### config.mk
export PLATFORM = sky130hd
export DESIGN_NAME = mon_mode_ctrl
export DESIGN_NICKNAME = d
export VERILOG_FILES = /design/src/rtl/mon_pkg.sv /design/src/rtl/mon_vec_watch.sv /design/src/rtl/mon_rst_pulse.sv /design/src/rtl/mon_vec_remap.sv /design/src/rtl/mon_mode_fsm.sv /design/src/rtl/mon_mode_ctrl.sv
export SDC_FILE = /design/constraint.sdc
export NUM_CORES = 1
export LEC_CHECK = 0
export ABC_CLOCK_PERIOD_IN_PS = 3100
export BUFFER_PORTS_ARGS = -buffer_cell sky130_fd_sc_hd__buf_2
export CORE_MARGIN = 8
export CORE_UTILIZATION = 42
export CTS_CLUSTER_DIAMETER = 50
export CTS_CLUSTER_SIZE = 24
export DETAILED_ROUTE_END_ITERATION = 8
export PLACE_DENSITY = 0.95
export SYNTH_ARGS = -nofsm -noshare
export SYNTH_HDL_FRONTEND = slang
export SYNTH_SLANG_ARGS = --single-unit
### constraint.sdc
create_clock -name clk_i -period 3.1 [get_ports clk_i]
set_input_delay 0.62 -clock clk_i [delete_from_list [all_inputs] [get_ports clk_i]]
set_output_delay 0.62 -clock clk_i [all_outputs]
set_load 0.05 [all_outputs]
### src/rtl/mon_pkg.sv
package mon_pkg;
  typedef enum logic [1:0] {
    MODE_USER   = 2'd0,
    MODE_MON    = 2'd1,
    MODE_FORCED = 2'd2
  } mode_e;
endpackage

### src/rtl/mon_vec_watch.sv
module mon_vec_watch #(
  parameter int ADDR_W = 16,
  parameter int DATA_W = 8,
  parameter logic [ADDR_W-1:0] VEC_ADDR = 16'hFFFE
) (
  input  logic              clk_i,
  input  logic              rst_ni,
  input  logic              en_i,
  input  logic              fetch_i,
  input  logic [ADDR_W-1:0] addr_i,
  input  logic [DATA_W-1:0] data_i,
  output logic              det_o
);
  localparam logic [DATA_W-1:0] ERASED  = {DATA_W{1'b1}};
  localparam logic [ADDR_W-1:0] VEC_LOW = VEC_ADDR + ADDR_W'(1);

  logic first_ff_q;
  logic data_ff;

  assign data_ff = (data_i == ERASED);

  // first byte state is replaced on every fetch, so the pair must be consecutive
  always_ff @(posedge clk_i or negedge rst_ni) begin
    if (!rst_ni) first_ff_q <= 1'b0;
    else if (fetch_i) first_ff_q <= (addr_i == VEC_ADDR) && data_ff;
  end

  assign det_o = en_i && fetch_i && (addr_i == VEC_LOW) && data_ff && first_ff_q;
endmodule

### src/rtl/mon_rst_pulse.sv
module mon_rst_pulse #(
  parameter int PULSE_LEN = 16
) (
  input  logic clk_i,
  input  logic rst_ni,
  input  logic start_i,
  output logic busy_o,
  output logic done_o
);
  localparam int CNT_W = $clog2(PULSE_LEN + 1);

  logic [CNT_W-1:0] cnt_q;

  always_ff @(posedge clk_i or negedge rst_ni) begin
    if (!rst_ni) cnt_q <= '0;
    else if (start_i && cnt_q == '0) cnt_q <= CNT_W'(PULSE_LEN);
    else if (cnt_q != '0) cnt_q <= cnt_q - CNT_W'(1);
  end

  assign busy_o = (cnt_q != '0);
  assign done_o = (cnt_q == CNT_W'(1));
endmodule

### src/rtl/mon_vec_remap.sv
module mon_vec_remap #(
  parameter int ADDR_W = 16,
  parameter int PAGE_W = 8,
  parameter logic [PAGE_W-1:0] USER_PAGE = 8'hFF,
  parameter logic [PAGE_W-1:0] MON_PAGE = 8'hFE,
  parameter logic [ADDR_W-PAGE_W-1:0] FIRST_LO = 8'hFC
) (
  input  logic              active_i,
  input  logic [ADDR_W-1:0] addr_i,
  output logic [ADDR_W-1:0] addr_o
);
  localparam int LO_W = ADDR_W - PAGE_W;

  logic hit;

  assign hit = active_i && (addr_i[ADDR_W-1 -: PAGE_W] == USER_PAGE)
            && (addr_i[LO_W-1:0] >= FIRST_LO);

  assign addr_o = hit ? {MON_PAGE, addr_i[LO_W-1:0]} : addr_i;
endmodule

### src/rtl/mon_mode_fsm.sv
module mon_mode_fsm
  import mon_pkg::*;
(
  input  logic  clk_i,
  input  logic  rst_ni,
  input  logic  pin_rise_i,
  input  logic  other_rst_i,
  input  logic  swi_i,
  input  logic  hv_i,
  input  logic  det_i,
  input  logic  busy_i,
  input  logic  done_i,
  output mode_e mode_o
);
  mode_e mode_q, mode_d;
  logic  forced_q;
  logic  rst_evt;

  // sticky: cleared only by power-on
  always_ff @(posedge clk_i or negedge rst_ni) begin
    if (!rst_ni) forced_q <= 1'b0;
    else if (det_i) forced_q <= 1'b1;
  end

  assign rst_evt = done_i || (!busy_i && (pin_rise_i || other_rst_i));

  always_comb begin
    mode_d = mode_q;
    if (rst_evt) begin
      if (forced_q)  mode_d = MODE_FORCED;
      else if (hv_i) mode_d = MODE_MON;
      else           mode_d = MODE_USER;
    end else if (swi_i && hv_i && !busy_i && mode_q == MODE_USER) begin
      mode_d = MODE_MON;
    end
  end

  always_ff @(posedge clk_i or negedge rst_ni) begin
    if (!rst_ni) mode_q <= MODE_USER;
    else mode_q <= mode_d;
  end

  assign mode_o = mode_q;
endmodule

### src/rtl/mon_mode_ctrl.sv
module mon_mode_ctrl
  import mon_pkg::*;
#(
  parameter int ADDR_W    = 16,
  parameter int DATA_W    = 8,
  parameter int PAGE_W    = 8,
  parameter int PULSE_LEN = 16
) (
  input  logic              clk_i,
  input  logic              rst_ni,
  input  logic              rst_pin_i,
  input  logic              other_rst_i,
  input  logic              hv_irq_i,
  input  logic              hv_rst_i,
  input  logic              swi_i,
  input  logic              vec_fetch_i,
  input  logic [ADDR_W-1:0] addr_i,
  input  logic [DATA_W-1:0] data_i,
  output logic [1:0]        mode_o,
  output logic [ADDR_W-1:0] vec_addr_o,
  output logic              int_rst_o,
  output logic              cop_dis_o
);
  localparam int LO_W = ADDR_W - PAGE_W;
  localparam logic [PAGE_W-1:0] USER_PAGE = {PAGE_W{1'b1}};
  localparam logic [PAGE_W-1:0] MON_PAGE  = USER_PAGE - PAGE_W'(1);
  localparam logic [LO_W-1:0]   RST_LO    = {LO_W{1'b1}} - LO_W'(1);
  localparam logic [LO_W-1:0]   SWI_LO    = RST_LO - LO_W'(2);

  mode_e mode;
  logic  pin_q, pin_rise;
  logic  hv, det, busy, done;

  always_ff @(posedge clk_i or negedge rst_ni) begin
    if (!rst_ni) pin_q <= 1'b1;
    else pin_q <= rst_pin_i;
  end

  assign pin_rise = rst_pin_i && !pin_q;
  assign hv = hv_irq_i || hv_rst_i;

  mon_vec_watch #(
    .ADDR_W(ADDR_W), .DATA_W(DATA_W), .VEC_ADDR({USER_PAGE, RST_LO})
  ) u_watch (
    .clk_i(clk_i), .rst_ni(rst_ni),
    .en_i(mode == MODE_USER && !busy),
    .fetch_i(vec_fetch_i), .addr_i(addr_i), .data_i(data_i),
    .det_o(det)
  );

  mon_rst_pulse #(.PULSE_LEN(PULSE_LEN)) u_pulse (
    .clk_i(clk_i), .rst_ni(rst_ni), .start_i(det), .busy_o(busy), .done_o(done)
  );

  mon_mode_fsm u_fsm (
    .clk_i(clk_i), .rst_ni(rst_ni), .pin_rise_i(pin_rise),
    .other_rst_i(other_rst_i), .swi_i(swi_i), .hv_i(hv), .det_i(det),
    .busy_i(busy), .done_i(done), .mode_o(mode)
  );

  mon_vec_remap #(
    .ADDR_W(ADDR_W), .PAGE_W(PAGE_W), .USER_PAGE(USER_PAGE),
    .MON_PAGE(MON_PAGE), .FIRST_LO(SWI_LO)
  ) u_remap (
    .active_i(mode != MODE_USER), .addr_i(addr_i), .addr_o(vec_addr_o)
  );

  assign mode_o    = mode;
  assign int_rst_o = busy;
  assign cop_dis_o = (mode == MODE_FORCED) || (mode == MODE_MON && hv);
endmodule

After elaboration in Yosys (flattened, before gate mapping):

Index checks and enable logic that the tools add are counted.
Widths: inputs -> output; s select.

* register bits after elaboration: 10
* bits of input ports: 32

* add/sub/neg operators: 1
* order comparisons: 1
* equal/unequal tests: 7
* mux-type cells: 7
* reduce and logical (&&, ||, !) cells: 27

Operators by type and width (count)
* $eq 16x16->1 const B: 2
* $eq 8x8->1 const B: 2
* $mux 16: 1
* $logic_and 1x1->1: 15
* $mux 5: 2
* $ge 8x8->1 const B: 1
* $mux 2: 3
* $reduce_bool 2->1: 3
* $eq 5x1->1 const B: 1
* $logic_not 5->1: 1
* $reduce_bool 5->1: 1
* $sub 5x1->5 const B: 1
* $logic_or 1x1->1: 4
* $eq 2x1->1 const B: 1
* $eq 2x2->1 const B: 1
* $logic_not 1->1: 2
* $logic_not 2->1: 1
* $mux 1: 1

Longest topological paths before layout:

* word-level depth: 9
* gate-level depth with buffers: 7

Modules after synthesis:

Synthesis repeated with hierarchy kept, for this count alone.

* cell total of the unflattened synthesis: 80
* area total of the unflattened synthesis: 733.2 µm²

Modules (own cells, without submodules)
* mon_rst_pulse: times used 1, cells an instance 27, area an instance 282.8 µm², sequential area each 125.1 µm²
* mon_mode_fsm: times used 1, cells an instance 13, area an instance 151.4 µm², sequential area each 75.1 µm²
* mon_vec_remap: times used 1, cells an instance 20, area an instance 120.1 µm², sequential area each 0.0 µm²
* mon_vec_watch: times used 1, cells an instance 13, area an instance 110.1 µm², sequential area each 25.0 µm²
* mon_mode_ctrl: times used 1, cells an instance 7, area an instance 68.8 µm², sequential area each 26.3 µm²

Worst setup path before layout:

OpenSTA, ideal clock, no wires.

* path kind: input -> output
* start point: input addr_i[5]
* end point: output vec_addr_o[8]
* arrival time: 1485 ps
* data required time: 2480 ps
* slack: 995 ps
* stages: 4
* buffers on the path: 0
* cells stage by stage: nand4_1 -> nor4_1 -> o21ai_0 -> and2_1

* cells in the longest elaborated chain, start to end: 3

Ends and longest elaborated chain
* start: declaration: RTL line mon_mode_ctrl.sv:17 `input logic [ADDR_W-1:0] addr_i,`
* $ge 8x8->1: RTL line mon_vec_remap.sv:17 `&& (addr_i[LO_W-1:0] >= FIRST_LO);`
* $logic_and 1x1->1: RTL line mon_vec_remap.sv:17
* $mux 16: RTL line mon_vec_remap.sv:19 `assign addr_o = hit ? {MON_PAGE, addr_i[LO_W-1:0]} : addr_i;`
* end: declaration: RTL line mon_mode_ctrl.sv:20 `output logic [ADDR_W-1:0] vec_addr_o,`

Every way passes these cells.

Worst setup path in the final report:

* start point: input addr_i[4]
* end point: output vec_addr_o[8]

The elaborated chain is that of the path after synthesis.

==> load_flow_metrics.sql <==
INSERT INTO impl_metrics (metric_group, metric, value, unit) VALUES
('clocking', 'cts_bufs_inserted', '3', ''),
('power_and_ir_drop', 'post-layout-total-power', '0.350', 'mW'),
('timing', 'fmax', '0.418', 'GHz'),
('clocking', 'post_cts_buffers', '0', ''),
('timing', 'finClkSkew', '0.00301', 'ns'),
('critical_path', 'cp_top_family', 'simple AND/OR/NAND/NOR gates', ''),
('power_and_ir_drop', 'switchingPower', '0.118', 'mW'),
('synthesis', 'synth_area_leaders', 'sky130_fd_sc_hd__dfrtp_1 32%, sky130_fd_sc_hd__buf_4 8.6%, sky130_fd_sc_hd__ha_1 5.4%', ''),
('critical_path', 'worst_setup_path_start_kind', 'input port', ''),
('power_and_ir_drop', 'power_per_cell_area', '385', 'nW/um^2'),
('synthesis', 'synth_xor_area_frac', '0.0250', ''),
('placed_design', 'place.detailed.instances', '128', ''),
('job', 'maxCapViolCount', '0', ''),
('timing', 'slew_headroom', '0.692', ''),
('finish', 'area_growth_syn_to_layout', '30.1', '%'),
('clocking', 'cts-htree-levels', '1', ''),
('synthesis', 'synthMuxAreaShare', '0.0626', ''),
('run_status', 'status', 'complete, no violations', ''),
('synthesis', 'share_of_synthesized_registers_carrying_an_async_set_or_reset', '1.00', ''),
('clocking', 'cts_max_path_buffers', '2', ''),
('floorplanning', 'placement_rows', '14', ''),
('grt', 'wire_length_of_the_first_global_routing_pass', '3.42', 'mm'),
('timing', 'timing.setup.tns', '0', 'ns'),
('timing', 'final-setup-viol-count', '0', ''),
('grt', 'grt_start_max_net_pins', '11', ''),
('power_and_ir_drop', 'irDropWorstVdd', '0.173', 'mV'),
('clocking', 'clkSinkCount', '10', ''),
('power_and_ir_drop', 'pwr-share-comb', '0.277', ''),
('hold_path', 'hold_path.class', 'in2async', ''),
('synthesis', 'synth_adder_area_share', '0.0537', ''),
('drt', 'drc', '0', ''),
('critical_path', 'endpoint_kind', 'output pin', ''),
('grt', 'first_global_vias', '738', ''),
('synthesis', 'cell_count_after_synthesis', '77', ''),
('floorplanning', 'ioPinCount', '52', ''),
('synthesis', 'synth_compound_area_frac', '0.127', ''),
('drt', 'drt-pass1-iter-count', '3', ''),
('clocking', 'cts_root_buffer', 'sky130_fd_sc_hd__clkbuf_4', ''),
('floorplanning', 'floorplan.initialDensity', '0.454', ''),
('power_and_ir_drop', 'power.clock.fraction', '0.341', ''),
('synthesis', 'synth_largest_area_cell', 'sky130_fd_sc_hd__dfrtp_1', ''),
('drt', 'routed_wire_length', '2.19', 'mm'),
('finish', 'finalNonFillerCells', '132', ''),
('synthesis', 'most_instantiated_library_cell_after_synthesis', 'sky130_fd_sc_hd__nand2_1', ''),
('timing', 'setup_ws', '0.705', 'ns'),
('timing', 'count_of_endpoints_failing_hold_in_the_final_timing_report', '0', ''),
('critical_path', 'crit_path_cell_trace', 'buf_2, nand4_1, nor4_1, o21ai_0, and2_1, buf_2', ''),
('grt', 'antenna_violations_before_repair', '0', ''),
('placed_design', 'detailedPlacementHpwl', '1.82', 'mm'),
('synthesis', 'cell_area_after_synthesis', '699', 'sq um'),
('clocking', 'cts_tree', 'yes', ''),
('synthesis', 'post_synth_most_frequent_cells', '10 x sky130_fd_sc_hd__nand2_1, 9 x sky130_fd_sc_hd__dfrtp_1, 8 x sky130_fd_sc_hd__buf_4', ''),
('placed_design', 'pre_cts_ws', '0.745', 'ns'),
('drt', 'route.detailed.vias_per_inst', '5.07', ''),
('power_and_ir_drop', 'p_sw_frac', '0.337', ''),
('finish', 'antenna-diode-count', '0', ''),
('critical_path', 'crit_slowest_cell', 'sky130_fd_sc_hd__nor4_1', ''),
('synthesis', 'synth_area_per_cell', '9.08', 'sq um'),
('synthesis', 'ys_warn_count', '0', ''),
('timing', 'rsz0062_at_grt', 'false', ''),
('synthesis', 'synth_simple_gate_area_frac', '0.193', ''),
('finish', 'utilization', '0.590', ''),
('synthesis', 'synth_top_family_by_area', 'simple AND/OR/NAND/NOR gates', ''),
('floorplanning', 'die-width', '56.8', 'um'),
('power_and_ir_drop', 'pleak', '0.498', 'nW'),
('power_and_ir_drop', 'p_seq_frac', '0.382', ''),
('placed_design', 'portBuffers', '51', ''),
('finish', 'drive_gt1_frac', '0.543', ''),
('synthesis', 'postSynthRegisterBits', '10', ''),
('critical_path', 'critical_path.n_buffers_inverters', '2', ''),
('floorplanning', 'die_height', '56.8', 'um');
[worst paths after layout]
check	endpoint	depth (start not counted)	startpoint	slack, ns
worst max register to register	u_fsm.mode_o[1]	5	u_pulse.cnt_q[3]	1.51
min in group clk_i	pin_q	1	rst_pin_i	0.46
worst max-delay path	vec_addr_o[8]	6	addr_i[4]	0.71
worst min register to register	u_fsm.forced_q	1	u_fsm.forced_q	0.52
max in group asynchronous	pin_q	1	rst_ni	2.64
worst min-delay path	u_fsm.forced_q	1	rst_ni	0.20
[layer usage]
layer | global-route usage | part of all wire
met3 | 0.0315 | 0.055
met5 | 0 | 0
met2 | 0.234 | 0.54
met1 | 0.130 | 0.36
met4 | 0.0940 | 0.043
[power groups by stage]
stage	Clock [mW]	Combinational (mW)	Sequential [mW]
2_1_floorplan	0	0.0645	0.139
3_3_place_gp	0	0.0951	0.136
3_5_place_dp	0	0.0968	0.136
4_1_cts	0.120	0.0978	0.134
5_1_grt	0.124	0.102	0.134
6_report	0.119	0.0970	0.134
[per-stage QoR]
| stage | cell area [sq um] | hold slack [ns] |
|---|---|---|
| floorplan | 699 | 0.324 |
| global placement | 873 | 0.463 |
| detailed placement | 873 | 0.495 |
| CTS | 910 | 0.207 |
| global route | 910 | 0.216 |
| finish | 910 | 0.202 |
[sequential cells by signal, indices dropped and copies added, names as in the netlist]
register and cells:
u_fsm.forced_q 1, u_fsm.mode_o 2, u_pulse.cnt_q 5, u_watch.first_ff_q 1, pin_q 1
[cells in the final DEF (no fill, tap or decap), drive strengths merged, types with 3 or more instances in the layout]
cell	instances
nand4	4
dfrtp	9
ha	3
nand2	10
o21ai	3
clkbuf	4
buf	51
inv	5
mux2	3
[cell type report]
| type | count | area (sq um) |
|---|---|---|
| fillers | 139 | 632 |
| multi-input cells | 46 | 323 |
| repair buffers | 51 | 255 |
| flip-flops and latches | 10 | 251 |
| clock buffers | 4 | 36.3 |
| inverters | 5 | 23.8 |
| well taps | 16 | 20.0 |
[cells by family (layout without fill, tap and decap cells)]
logic type / count (synthesis) / in the layout
simple gates: 25 / 25
flops: 10 / 10
xor+xnor: 2 / 2
fa+ha+maj: 3 / 3
buf+inv: 21 / 60
compound gates: 12 / 12
mux: 4 / 4
No activity file was read; power rests on OpenSTA's default activity.
